**src/rtl/serial_tx_pkg.sv**
```systemverilog
package serial_tx_pkg;

    typedef enum logic [2:0] {
        PH_IDLE  = 3'd0,
        PH_START = 3'd1,
        PH_DATA  = 3'd2,
        PH_PAR   = 3'd3,
        PH_STOP  = 3'd4
    } tx_phase_e;

    localparam int BYTE_W = 8;
    localparam int ERR_W  = 3;
    localparam int CNT_W  = $clog2(BYTE_W);

    typedef struct packed {
        tx_phase_e          phase;
        logic [BYTE_W-1:0]  shreg;
        logic [CNT_W-1:0]   bit_idx;
        logic               use_par;
        logic               par_val;
    } tx_frame_t;

    function automatic logic frame_parity(input logic [BYTE_W-1:0] d, input logic odd);
        return (^d) ^ odd;
    endfunction

endpackage

```
**src/rtl/tx_holding.sv**
```systemverilog
module tx_holding
    import serial_tx_pkg::*;
(
    input  logic              clk,
    input  logic              rst,
    input  logic              en,
    input  logic              wr_valid,
    input  logic [BYTE_W-1:0] wr_data,
    input  logic              take,
    output logic              full,
    output logic [BYTE_W-1:0] data
);

    always_ff @(posedge clk) begin
        if (rst || !en) begin
            full <= 1'b0;
            data <= '0;
        end else begin
            if (take)
                full <= 1'b0;
            if (wr_valid) begin
                full <= 1'b1;
                data <= wr_data;
            end
        end
    end

    assert_empty_after_load_R5: assert property (@(posedge clk) disable iff (rst)
        (en && take && !wr_valid) |=> !full);

    assert_disabled_write_dropped_R10: assert property (@(posedge clk) disable iff (rst)
        (!en && wr_valid) |=> !full);

endmodule

```
**src/rtl/tx_shifter.sv**
```systemverilog
module tx_shifter
    import serial_tx_pkg::*;
(
    input  logic              clk,
    input  logic              rst,
    input  logic              en,
    input  logic              tick,
    input  logic              pend,
    input  logic [BYTE_W-1:0] hold_data,
    input  logic              err_any,
    input  logic              par_en,
    input  logic              par_odd,
    output logic              take,
    output logic              line,
    output logic              done
);

    tx_frame_t cur, nxt;
    logic      can_load;
    logic      frame_end;

    assign frame_end = (cur.phase == PH_STOP);
    assign can_load  = en && tick && pend && !err_any &&
                       ((cur.phase == PH_IDLE) || frame_end);
    assign take      = can_load;

    always_comb begin
        nxt = cur;
        if (tick) begin
            unique case (cur.phase)
                PH_IDLE, PH_STOP: begin
                    if (can_load) begin
                        nxt.phase   = PH_START;
                        nxt.shreg   = hold_data;
                        nxt.bit_idx = '0;
                        nxt.use_par = par_en;
                        nxt.par_val = frame_parity(hold_data, par_odd);
                    end else begin
                        nxt.phase = PH_IDLE;
                    end
                end
                PH_START: begin
                    nxt.phase   = PH_DATA;
                    nxt.bit_idx = '0;
                end
                PH_DATA: begin
                    nxt.shreg   = cur.shreg >> 1;
                    nxt.bit_idx = cur.bit_idx + 1'b1;
                    if (cur.bit_idx == CNT_W'(BYTE_W - 1))
                        nxt.phase = cur.use_par ? PH_PAR : PH_STOP;
                end
                PH_PAR:  nxt.phase = PH_STOP;
                default: nxt.phase = PH_IDLE;
            endcase
        end
    end

    always_ff @(posedge clk) begin
        if (rst || !en) begin
            cur.phase   <= PH_IDLE;
            cur.shreg   <= '0;
            cur.bit_idx <= '0;
            cur.use_par <= 1'b0;
            cur.par_val <= 1'b0;
        end else begin
            cur <= nxt;
        end
    end

    always_ff @(posedge clk) begin
        if (rst || !en)
            done <= 1'b1;
        else if (can_load)
            done <= 1'b0;
        else if (tick && frame_end)
            done <= 1'b1;
    end

    always_comb begin
        unique case (cur.phase)
            PH_START: line = 1'b0;
            PH_DATA:  line = cur.shreg[0];
            PH_PAR:   line = cur.par_val;
            default:  line = 1'b1;
        endcase
    end

    assert_abort_on_disable_R9: assert property (@(posedge clk) disable iff (rst)
        !en |=> (cur.phase == PH_IDLE) && done);

    assert_errors_block_start_R8: assert property (@(posedge clk) disable iff (rst)
        (en && err_any && cur.phase == PH_IDLE) |=> (cur.phase == PH_IDLE));

    assert_bits_move_on_tick_R3: assert property (@(posedge clk) disable iff (rst)
        (en && !tick) |=> $stable(cur.phase) && $stable(cur.bit_idx));

    assert_done_line_high_R7: assert property (@(posedge clk) disable iff (rst)
        done |-> line);

    assert_start_follows_load_R6: assert property (@(posedge clk) disable iff (rst)
        can_load |=> (cur.phase == PH_START) && !done);

endmodule

```
**src/rtl/tx_pin_mux.sv**
```systemverilog
module tx_pin_mux (
    input  logic en,
    input  logic line,
    input  logic port_dat,
    input  logic port_dir,
    output logic pin,
    output logic pin_oe
);

    always_comb begin
        if (en) begin
            pin    = line;
            pin_oe = 1'b1;
        end else begin
            pin    = port_dir ? port_dat : 1'b1;
            pin_oe = port_dir;
        end
    end

endmodule

```
**src/rtl/serial_tx_port.sv**
```systemverilog
module serial_tx_port
    import serial_tx_pkg::*;
(
    input  logic              clk,
    input  logic              rst,
    input  logic              tx_en,
    input  logic              wr_valid,
    input  logic [BYTE_W-1:0] wr_data,
    input  logic              parity_en,
    input  logic              parity_odd,
    input  logic              port_dat,
    input  logic              port_dir,
    input  logic [ERR_W-1:0]  rx_err,
    input  logic              baud_tick,
    output logic              txd,
    output logic              txd_oe,
    output logic              tx_empty,
    output logic              tx_done
);

    logic              hold_full;
    logic [BYTE_W-1:0] hold_byte;
    logic              take;
    logic              line;
    logic              err_any;

    assign err_any = |rx_err;

    tx_holding u_hold (
        .clk      (clk),
        .rst      (rst),
        .en       (tx_en),
        .wr_valid (wr_valid),
        .wr_data  (wr_data),
        .take     (take),
        .full     (hold_full),
        .data     (hold_byte)
    );

    tx_shifter u_shift (
        .clk       (clk),
        .rst       (rst),
        .en        (tx_en),
        .tick      (baud_tick),
        .pend      (hold_full),
        .hold_data (hold_byte),
        .err_any   (err_any),
        .par_en    (parity_en),
        .par_odd   (parity_odd),
        .take      (take),
        .line      (line),
        .done      (tx_done)
    );

    tx_pin_mux u_mux (
        .en       (tx_en),
        .line     (line),
        .port_dat (port_dat),
        .port_dir (port_dir),
        .pin      (txd),
        .pin_oe   (txd_oe)
    );

    assign tx_empty = !hold_full;

    assert_pending_kept_under_error_R8: assert property (@(posedge clk) disable iff (rst)
        (tx_en && err_any && hold_full && !wr_valid) |=> !tx_empty);

endmodule

```
**config.mk**
```make
export PLATFORM = sky130hd
export DESIGN_NAME = serial_tx_port
export DESIGN_NICKNAME = d
export VERILOG_FILES = /design/src/rtl/serial_tx_pkg.sv /design/src/rtl/tx_holding.sv /design/src/rtl/tx_shifter.sv /design/src/rtl/tx_pin_mux.sv /design/src/rtl/serial_tx_port.sv
export SDC_FILE = /design/constraint.sdc
export NUM_CORES = 1
export LEC_CHECK = 0
export ABC_AREA = 1
export ABC_CLOCK_PERIOD_IN_PS = 1700
export BUFFER_PORTS_ARGS = -buffer_cell sky130_fd_sc_hd__buf_2
export CORE_UTILIZATION = 57
export CTS_BUF_LIST = sky130_fd_sc_hd__clkbuf_8
export CTS_CLUSTER_DIAMETER = 120
export DETAILED_ROUTE_END_ITERATION = 8
export PLACE_DENSITY = 0.89
export SYNTH_ARGS = -nofsm -noshare
export SYNTH_HDL_FRONTEND = slang
export SYNTH_SLANG_ARGS = --single-unit
```
**constraint.sdc**
```tcl
create_clock -name clk -period 1.7 [get_ports clk]
set_input_delay 0.17 -clock clk [delete_from_list [all_inputs] [get_ports clk]]
set_output_delay 0.17 -clock clk [all_outputs]
set_load 0.01 [all_outputs]
```
==> results.toml <==
[worst_setup_path]
cp_slowest_cell = "dfxtp_1"
crit_start = "u_shift.cur[15]$_SDFFE_PP0P_"
cp_max_fo = 9
r2r-end = "u_shift.cur[11]$_SDFFE_PP0P_"
ff2ff_setup_slack_ns = 0.25
reg2regPathDepth = 6
criticalPathCategory = "reg2out"
reg2reg_from = "u_shift.cur[13]$_SDFFE_PP0P_"
slowest_delay_ns = 0.32
critical_path.cell_chain = "inv_1 -> nand3_2 -> inv_4 -> a21oi_1 -> a31oi_1 -> buf_2"
worstSetupStartpointType = "flop"
worst_ep_arrival_time_ns = 1.42
required_ns = 1.53
endpoint_kind = "primary output"

[worst_hold_path]
min_to = "u_hold.data[6]$_SDFFE_PP0P_"
worstHoldPathCells = 3
min-delay-start = "wr_data[6]"
holdCritPathClass = "in2reg"

[timing]
worstMarginPinSlew_ns = 0.399
slew_headroom_pct = 73.4
hold_viol = 0
fin_crit_ns = 1.59
clock_skew_ns = 0.00271
timing.fmax_mhz = 630
setup_viol_count_final = 0
slew_viol_final = 0
fin_tns_setup_ns = 0
rsz0062_at_grt = "false"
timing.final.crit_share_pct = 93.3

[power]
power.share.sequential_pct = 50.3
leakage_nw = 0.677
internal_power_mw = 0.974
swShare_pct = 21.6
power_density_nw_per_um2 = 827
total_power_mw = 1.24
peakVddDrop_v = 0.000718
combinationalPowerShare_pct = 8.4
switching_power_mw = 0.268
clkPwrFrac_pct = 41.3

[finish]
final_cell_area_um2 = 1500
drive_gt1_share_pct = 18.8
nFillCells = 168
final_cells = 240
syn2layout_area_growth_pct = 15.0
multi_input_area_um2 = 653
antenna_cells = 0
seqCellArea_um2 = 520
final_nets = 236

[yosys]
synth.most_common_cell = "nand2_1"
synthTopCellsByCount = "nand2_1, dfxtp_1, inv_1"
synth_edf_count = 0
yosys_warnings = 0
ys_types = 26
synth_fp_nets = 211
syn_inst = 189
syn_area_um2 = 1310
avgSynthCellArea_um2 = 6.91
seq_area_frac_synth_pct = 39.8
netlist_top_cells_area = "dfxtp_1, nand2_1, a21oi_1, inv_1, o21ai_0"
synth.top_cell.area_share_pct = 39.8
ys.flop_type = "dfxtp_1"
synthArstFlopShare_pct = 0
synth_area_leader_cell = "dfxtp_1"
ys_ff_latch = 26

[clock_tree]
clock_latency_ns = 0.27
cts_tree = "done"
post_cts_buffers = 0
clk_pin_slew_ns = 0.09
numCtsBuffers = 3
cts_max_level = 1
clk_root_buffer_cell = "clkbuf_8"
cts_hold_buf = 0
cts_resized = 0
cts.path.max_buffers = 2
cts.sinks = 26

[route]
wl_per_cell_um = 12.7
drt_iter0_drc = 42
drtPass1Iterations = 4
ant_nets = 0
vias_per_cell = 5.52
drt_wl_total_um = 3050
dr_total_vias = 1325
drc = 0

[outcome]
status = "finished clean"

[placed_design]
gp_congestion = 0.921
placed_area_um2 = 1430
portBuffers = 23
place_inst = 236
dp_hpwl_um = 2220

[flow_run]
maxCapViolCount = 0

[grt]
antenna_found_initial = 0
grt_max_degree = 17
grt_pass1_vias = 1276
grt_first_pass_wirelength_um = 5310
grt_usage_pct = 28.1
grt_overflow_total = 0

[floorplanning]
dieWidth_um = 49.9
fp.dieH_um = 49.9
io_pins = 24
coreArea_um2 = 2060
start_util_pct = 63.3
dieArea_um2 = 2490
rows = 16
==> cell usage in the layout, fill, tap and decap left out, types with 3 or more instances in the layout <==
master     n
dfxtp_1   26
o21ai_0   15
nand2_1   53
clkbuf_8   3
a21oi_1   19
inv_1     23
a21oi_2    3
nand3_1    7
buf_2     23
nor2_1    16
o21ai_1    6
==> area by class of cell <==
cell class / instances / share of cell area (%)
clock inverter: 1 / 2.00
timing repair buffer: 24 / 8.16
clock buffer: 3 / 2.75
multi-input combinational: 134 / 43.5
tap: 27 / 2.25
inverter: 25 / 6.74
sequential: 26 / 34.6
==> worst max-delay path: cells and delay by family (launching register included) <==
| family | cells | cell delay (ns) |
|---|---|---|
| simple gates | 1 | 0.17 |
| flops | 1 | 0.32 |
| buf+inv | 3 | 0.43 |
| compound gates | 2 | 0.22 |
==> registers in the layout, indices dropped and copies added, names as in the netlist <==
| name | count |
|---|---|
| u_shift.cur | 16 |
| u_hold.data | 8 |
| u_shift.done | 1 |
| u_hold.full | 1 |
==> worst max-delay path by stage <==
stage	to	slack (ns)	cells after the start
final	txd	0.11	6
after global routing	txd	0.02	6
after CTS	txd	0.14	6
after detailed placement	u_shift.cur[6]$_SDFFE_PP0P_	0.31	6
after global placement	u_shift.cur[7]$_SDFFE_PP0P_	0.39	6
after floorplan	u_shift.cur[10]$_SDFFE_PP0P_	0.53	9
==> metal layers <==
layer	track usage [%]	routed length (um)	part of all wire, %	vias to the layer above
li1	-	-	-	651
met1	32.1	1270	41	608
met2	50.7	1530	50	57
met3	4.63	186	6.1	9
met4	12.4	77	2.5	0
met5	0	0	0	-
==> power by group through the flow <==
stage | registers [mW] | clock network (mW) | logic (mW)
floorplan | 0.638 | 0 | 0.0603
global placement | 0.639 | 0 | 0.0971
detailed placement | 0.640 | 0 | 0.103
CTS | 0.625 | 0.517 | 0.104
global route | 0.627 | 0.549 | 0.119
finish | 0.625 | 0.513 | 0.104
==> stage by stage <==
step / util (%) / setup WS (ns) / hold slack, ns
5_1_grt: 72.9 / 0.0189 / 0.136
3_3_place_gp: 69.4 / 0.389 / 0.422
3_5_place_dp: 69.4 / 0.306 / 0.429
2_1_floorplan: - / 0.527 / 0.310
6_report: 72.9 / 0.114 / 0.140
4_1_cts: 72.9 / 0.137 / 0.140
==> cell families (layout without fill, tap and decap cells) <==
family	count (synthesis)	count (layout)	synth area share, %
buffers and inverters	29	53	10.2
xor gates and xnor gates	1	1	0.671
and+or+nand+nor	85	85	28.4
DFF	26	26	39.8
AOI/OAI and AO/OA	46	46	19.0
adders and majority gates	2	2	1.92
Power figures use the tool's default switching activity.
